`config.mk`:
```
export PLATFORM = sky130hd
export DESIGN_NAME = pwrup_seq
export DESIGN_NICKNAME = d
export VERILOG_FILES = /design/src/rtl/pwrup_pkg.sv /design/src/rtl/pwrup_sync.sv /design/src/rtl/pwrup_wake.sv /design/src/rtl/pwrup_fsm.sv /design/src/rtl/pwrup_seq.sv
export SDC_FILE = /design/constraint.sdc
export NUM_CORES = 1
export LEC_CHECK = 0
export BUFFER_PORTS_ARGS = -buffer_cell sky130_fd_sc_hd__buf_2
export CAP_MARGIN = 20
export CELL_PAD_IN_SITES_DETAIL_PLACEMENT = 0
export CELL_PAD_IN_SITES_GLOBAL_PLACEMENT = 2
export CORE_MARGIN = 1.5
export CORE_UTILIZATION = 30
export CTS_CLUSTER_SIZE = 40
export DETAILED_ROUTE_END_ITERATION = 10
export GPL_ROUTABILITY_DRIVEN = 0
export PLACE_DENSITY_LB_ADDON = 0.12
export SLEW_MARGIN = 10
export SYNTH_ARGS = -nofsm -noshare
export SYNTH_HDL_FRONTEND = slang
export SYNTH_SLANG_ARGS = --single-unit
```
`constraint.sdc`:
```
create_clock -name clk_ao -period 3.6 [get_ports clk_ao]
set_clock_uncertainty 0.1 [all_clocks]
set_input_delay 0.18 -clock clk_ao [delete_from_list [all_inputs] [get_ports clk_ao]]
set_output_delay 0.18 -clock clk_ao [all_outputs]
set_load 0.02 [all_outputs]
```
`src/rtl/pwrup_pkg.sv`:
```
package pwrup_pkg;
  typedef enum logic [2:0] {
    ST_RUN,
    ST_HOLD_ON,
    ST_HOLD_GATED,
    ST_RELEASE,
    ST_OFF,
    ST_REQUEST
  } pstate_t;

  localparam int DEPTH_W = 2;

  function automatic logic depth_gates(input logic [DEPTH_W-1:0] d);
    return d != '0;
  endfunction

  function automatic logic depth_powers_down(input logic [DEPTH_W-1:0] d);
    return d[DEPTH_W-1];
  endfunction
endpackage

```
`src/rtl/pwrup_sync.sv`:
```
module pwrup_sync #(
  parameter int   STAGES    = 2,
  parameter logic RESET_VAL = 1'b0
) (
  input  logic clk,
  input  logic rst_n,
  input  logic d,
  output logic q
);
  generate
    if (STAGES <= 0) begin : g_bypass
      assign q = d;
    end else if (STAGES == 1) begin : g_one
      logic s;
      always_ff @(posedge clk or negedge rst_n) begin
        if (!rst_n) s <= RESET_VAL;
        else        s <= d;
      end
      assign q = s;
    end else begin : g_chain
      logic [STAGES-1:0] s;
      always_ff @(posedge clk or negedge rst_n) begin
        if (!rst_n) s <= {STAGES{RESET_VAL}};
        else        s <= {s[STAGES-2:0], d};
      end
      assign q = s[STAGES-1];
    end
  endgenerate
endmodule

```
`src/rtl/pwrup_wake.sv`:
```
module pwrup_wake #(
  parameter int NUM_IRQ = 4
) (
  input  logic               clk,
  input  logic               rst_n,
  input  logic [NUM_IRQ-1:0] irq,
  input  logic               unblock_in,
  input  logic               consume,
  output logic               irq_any,
  output logic               unb_evt
);
  logic unb_latch;

  assign irq_any = |irq;
  assign unb_evt = unb_latch | unblock_in;

  always_ff @(posedge clk or negedge rst_n) begin
    if (!rst_n)       unb_latch <= 1'b0;
    else if (consume) unb_latch <= 1'b0;
    else if (unblock_in) unb_latch <= 1'b1;
  end

  // a consumed event is never left pending
  p_latch_consumed_r9: assert property (@(posedge clk) disable iff (!rst_n)
    consume |=> !unb_latch);

  // an unconsumed unblock pulse is remembered
  p_latch_kept_r8: assert property (@(posedge clk) disable iff (!rst_n)
    (unblock_in && !consume) |=> unb_latch);
endmodule

```
`src/rtl/pwrup_fsm.sv`:
```
module pwrup_fsm
  import pwrup_pkg::*;
(
  input  logic               clk,
  input  logic               rst_n,
  input  logic               slp_valid,
  input  logic               slp_block,
  input  logic [DEPTH_W-1:0] slp_depth,
  input  logic               irq_any,
  input  logic               unb_evt,
  input  logic               ack_s,
  output logic               slp_ready,
  output logic               pwr_req,
  output logic               clk_en,
  output logic               wake_done,
  output logic               consume
);
  pstate_t st, st_nx;
  logic    pend_blk, pend_blk_nx;
  logic    done_nx;
  logic    blk_now, wake;

  assign blk_now = (st == ST_RUN) ? slp_block : pend_blk;
  assign wake    = irq_any | (blk_now & unb_evt);

  always_comb begin
    st_nx       = st;
    pend_blk_nx = pend_blk;
    done_nx     = 1'b0;
    consume     = 1'b0;
    unique case (st)
      ST_RUN: begin
        if (slp_valid) begin
          pend_blk_nx = slp_block;
          if (wake) begin
            done_nx = 1'b1;
            consume = slp_block;
          end else if (depth_powers_down(slp_depth)) begin
            st_nx = ST_RELEASE;
          end else if (depth_gates(slp_depth)) begin
            st_nx = ST_HOLD_GATED;
          end else begin
            st_nx = ST_HOLD_ON;
          end
        end
      end
      ST_HOLD_ON, ST_HOLD_GATED: begin
        if (wake) begin
          st_nx   = ST_RUN;
          done_nx = 1'b1;
          consume = pend_blk;
        end
      end
      ST_RELEASE: begin
        if (!ack_s) st_nx = ST_OFF;
      end
      ST_OFF: begin
        if (wake) begin
          st_nx   = ST_REQUEST;
          consume = pend_blk;
        end
      end
      ST_REQUEST: begin
        if (ack_s) begin
          st_nx   = ST_RUN;
          done_nx = 1'b1;
        end
      end
      default: st_nx = ST_RUN;
    endcase
  end

  always_ff @(posedge clk or negedge rst_n) begin
    if (!rst_n) begin
      st        <= ST_RUN;
      pend_blk  <= 1'b0;
      wake_done <= 1'b0;
    end else begin
      st        <= st_nx;
      pend_blk  <= pend_blk_nx;
      wake_done <= done_nx;
    end
  end

  assign slp_ready = (st == ST_RUN);
  assign pwr_req   = (st != ST_RELEASE) && (st != ST_OFF);
  assign clk_en    = (st == ST_RUN) || (st == ST_HOLD_ON);

  // request only rises after the acknowledge was seen low
  p_reassert_after_low_r4: assert property (@(posedge clk) disable iff (!rst_n)
    $rose(pwr_req) |-> $past(!ack_s));

  // clock is never enabled while the request is released
  p_req_low_clk_off_r4: assert property (@(posedge clk) disable iff (!rst_n)
    !pwr_req |-> !clk_en);

  // completion is only signalled with the clock running
  p_done_with_clk_r5: assert property (@(posedge clk) disable iff (!rst_n)
    wake_done |-> (clk_en && pwr_req));

  // leaving the request phase needs a high acknowledge
  p_request_exit_r5: assert property (@(posedge clk) disable iff (!rst_n)
    (st == ST_REQUEST && !ack_s) |=> !clk_en);

  // a request is taken only while running
  p_ready_run_r11: assert property (@(posedge clk) disable iff (!rst_n)
    slp_ready |-> (clk_en && pwr_req));
endmodule

```
`src/rtl/pwrup_seq.sv`:
```
module pwrup_seq
  import pwrup_pkg::*;
#(
  parameter int NUM_IRQ     = 4,
  parameter int SYNC_STAGES = 2
) (
  input  logic               clk_ao,
  input  logic               rst_n,
  input  logic               slp_valid,
  output logic               slp_ready,
  input  logic               slp_block,
  input  logic [DEPTH_W-1:0] slp_depth,
  input  logic [NUM_IRQ-1:0] irq,
  input  logic               unblock_in,
  input  logic               unblock_exec,
  input  logic               pwr_ack,
  output logic               pwr_req,
  output logic               clk_en,
  output logic               bus_ok,
  output logic               wake_done,
  output logic               unblock_out
);
  logic ack_s, irq_any, unb_evt, consume;

  pwrup_sync #(.STAGES(SYNC_STAGES), .RESET_VAL(1'b0)) u_ack_sync (
    .clk(clk_ao), .rst_n(rst_n), .d(pwr_ack), .q(ack_s)
  );

  pwrup_wake #(.NUM_IRQ(NUM_IRQ)) u_wake (
    .clk(clk_ao), .rst_n(rst_n), .irq(irq), .unblock_in(unblock_in),
    .consume(consume), .irq_any(irq_any), .unb_evt(unb_evt)
  );

  pwrup_fsm u_fsm (
    .clk(clk_ao), .rst_n(rst_n), .slp_valid(slp_valid),
    .slp_block(slp_block), .slp_depth(slp_depth), .irq_any(irq_any),
    .unb_evt(unb_evt), .ack_s(ack_s), .slp_ready(slp_ready),
    .pwr_req(pwr_req), .clk_en(clk_en), .wake_done(wake_done),
    .consume(consume)
  );

  assign bus_ok = pwr_req & ack_s;

  always_ff @(posedge clk_ao or negedge rst_n) begin
    if (!rst_n) unblock_out <= 1'b0;
    else        unblock_out <= unblock_exec;
  end

  // each executed unblock gives a pulse one cycle later
  p_unblock_pulse_r10: assert property (@(posedge clk_ao) disable iff (!rst_n)
    unblock_exec |=> unblock_out);

  // bus access needs the request up
  p_bus_gate_r6: assert property (@(posedge clk_ao) disable iff (!rst_n)
    bus_ok |-> pwr_req);
endmodule

```
==> results.txt <==
- Hold Violations, Final: 0
* Area inside the core boundary: 1745 µm²
* Pin count of the biggest net entering global routing: 17
- Number of standard cells in the final layout excluding fillers: 101
- On the critical path the largest part of the delay comes from flip-flops.
* Maximum ir drop on the vdd rail: 0.3211 mV
- For this run, the number of Yosys warnings is 0.
* Cell with the largest stage delay on the worst path: dfrtp_1
- Wire length of the first global-routing pass: 1932 µm
* Worst-case clock buffer depth: 2
- In this run the power density over the cells is 791.1 nW/µm².
* Core utilization of the finished layout: 0.4115
* Upper clock frequency limit: 0.5193 GHz
- The placed instances occupy a cell area of 661.9 µm².
- Net count reported at finish: 90
- Number of flops mapped to enable cells by yosys: 0
- The finished cells cover 718.2 µm².
* Fraction of final layout cells with drive strength greater than 1: 0.3289
- Share of the clock period used by the worst path: 0.5349
* Number of setup violations in the final report: 0
- STA puts the critical path data required time at 3320 ps.
* Root buffer cell: clkbuf_4
- Initial standard-cell utilization of the core: 0.3254
* Combined buffer and inverter count along the critical path: 1
- In this run the worst hold path is classified as primary input to register.
- The critical path is of the register to output pin type.
- The first detailed-routing pass ran for 4 iterations.
- For the final routed database, the setup TNS stands at 0 ps.
* Run status: finished clean
- The number of placed instances, taps included, is 94.
* Unrepaired setup endpoints after global routing: false
- Routed length per placed instance: 11.66 µm
- TritonCTS built the clock tree.
* DRC: 0
* Total power: 0.0005681 W
- Post-CTS repair timing setup buffer count: 0
- CTS saw 9 sinks.
- STA classifies the critical path endpoint as an output pin.
- Number of port buffers: 18
- Die Span X: 46.52 µm
- The detail route stage leaves a number of antenna-violating nets equal to 0.
- Vias/cell: 4.970
- Clock latency of the later-clocked register in the worst-skew pair: 250 ps
- Leakage power figure: 0.3102 nW
- The worst path in the final design needs a cycle of 1926 ps, including I/O delays and setup.
- In this run the worst path has a maximum fanout of 12.
* MaxCap Viol Count: 0
- For this run, asynchronously set or reset flops after synthesis account for 1.000.
* Rows: 15
- In the synthesized netlist the dominant register cell turns out to be dfrtp_1.
- Sequential fraction of the synthesis area: 0.3965
- Syn_nets: 67
* Routed via count: 502
- H-tree level count: 1
- The share of synthesized area in the top cell type comes to 0.3965.
- For the pin with the worst max-slew slack, the measured transition is 520.9 ps.
- The die covers 2164 µm².
- The via count of the first global-routing pass was 428.
- The cell count after synthesis came out at 54.
- Of all cell types, the one taking the most synthesized area is dfrtp_1.
- From bottom edge to top edge, the die measures 46.52 µm.
- The worst setup path is launched from a register.
* Register bit count reported by yosys: 9
* Cts-stage hold buffer count: 3
* Antenna diode instance count: 0
- Initial antenna violation count: 0
- For this run the aggregate overflow at the end of global routing stands at 0.
- Sorting the synthesized cells by area gives the leading types as dfrtp_1 (40%), o21ai_0 (4.4%), nor4b_4 (4.2%).
* Slowest Stage Delay on Critical Path: 600 ps
- Clock-pin slew on the worst setup and hold paths: 60 ps
- Netlist area before placement: 568.0 µm²
- Data arrival at the endpoint of the critical path: 1650 ps
- For this run, the total global-route usage over all layers was measured as 0.1254.
- Headroom to the max-slew limit: 0.6528
* Half-perimeter wire length of the detailed placement result: 908.9 µm
* Mean cell area of the mapped netlist: 10.52 µm²
- Boundary pin count: 19
- Number of gates resized after CTS: 0
* Detailed router's first-iteration violation count: 5
- Buffers inserted during clock tree synthesis total 3.
- Summed over all layers, the routed wires come to 1178 µm.
- Slew Limit Fails: 0
- Walking the worst path, the cells encountered are nor2b_1 -> mux2i_1 -> and2_1 -> buf_2.
- The area growth from synthesis to layout is 26.43%.
* Number of distinct library cell variants in the gate-level netlist after synthesis: 29
-- where the power goes --
| group | leakage [nW] | internal, W | switching, W | total (W) |
|---|---|---|---|---|
| clock network | 0.0150 | 0.0000424 | 0.0000307 | 0.0000731 |
| logic | 0.187 | 0.000129 | 0.000150 | 0.000280 |
| registers | 0.108 | 0.000136 | 0.0000794 | 0.000215 |
-- cell usage in the layout, fill, tap and decap left out --
cell type and instances:
buf_2 18, o31a_1 1, xor2_1 1, nor4_4 1
a2111oi_1 1, dfrtp_1 9, dlygate4sd3_1 3, and4bb_1 1
nand3_1 1, mux2i_1 2, a31oi_1 2, a22oi_1 1
nor2b_1 1, mux2_1 2, nand2_1 3, clkbuf_1 1
inv_1 2, and2_1 1, o2111a_1 1, nor3_1 1
nor2_1 5, o21ai_0 5, nor3b_1 1, nor4b_4 1
nor3_2 1, a211oi_2 1, o21a_1 1, o22ai_1 1
clkbuf_4 3, a21oi_1 2, a31o_1 2
-- flip-flops by register name, indices dropped and copies added, names as in the netlist --
| register | flops |
|---|---|
| u_fsm.pend_blk | 1 |
| u_wake.unb_latch | 1 |
| u_fsm.wake_done | 1 |
| u_fsm.st | 3 |
| unblock_out | 1 |
| u_ack_sync.g_chain.s | 2 |
-- cells in the mapped netlist (2+ instances only) --
| cell type | count |
|---|---|
| a31o_1 | 2 |
| mux2i_1 | 2 |
| o21ai_0 | 5 |
| a21oi_1 | 2 |
| buf_6 | 2 |
| mux2_1 | 2 |
| nand2_1 | 3 |
| a31oi_1 | 2 |
| nor2_1 | 5 |
| dfrtp_1 | 9 |
| inv_1 | 2 |
-- routing by layer --
layer,vias up,share of wire,track usage
met3,0,0.064,0.01569
met1,242,0.49,0.1909
met5,-,0,0
li1,247,-,-
met2,13,0.45,0.1750
met4,0,0,0.05143
-- cells by family (layout without fill, tap and decap cells) --
group           Yosys count  after routing  synth area share
compound gates           18             18            0.2269
simple gates             17             17            0.2247
mux                       4              4           0.07489
flops                     9              9            0.3965
buf+inv                   5             27           0.06167
xor+xnor                  1              1           0.01542
-- worst register-to-register path: cells and delay by family (launching register included) --
family | cells | cell delay, ps
and+or+nand+nor | 1 | 300
muxes | 1 | 350
DFF | 1 | 560
AOI/OAI and AO/OA | 2 | 460
-- stage by stage --
stage | hold slack (ps) | setup WS [ps]
2_1_floorplan | -215.6 | 1881
4_1_cts | 98.31 | 1653
6_report | 113.8 | 1674
3_5_place_dp | -59.49 | 1722
3_3_place_gp | -61.37 | 1750
5_1_grt | 105.7 | 1548
-- final timing paths --
path                                          from                       to  slack (ps)  cells past startpoint
max reg2reg                            u_fsm.st[0]              u_fsm.st[0]        1720                      4
max in group asynchronous                    rst_n         u_wake.unb_latch        3020                      2
min in group asynchronous                    rst_n  u_ack_sync.g_chain.s[1]         200                      2
max                                    u_fsm.st[1]                   bus_ok        1670                      4
min reg2reg                u_ack_sync.g_chain.s[0]  u_ack_sync.g_chain.s[1]         250                      0
min                                      slp_block           u_fsm.pend_blk         110                      2
-- final cells by class --
class | count | area [µm²]
Clock buffer | 4 | 26.28
Fill cell | 182 | 1027
Inverter | 2 | 7.507
Multi-Input combinational cell | 40 | 307.8
Sequential cell | 9 | 225.2
Tap cell | 25 | 31.28
Timing Repair Buffer | 21 | 120.1
No activity file was read; power rests on OpenSTA's default activity.
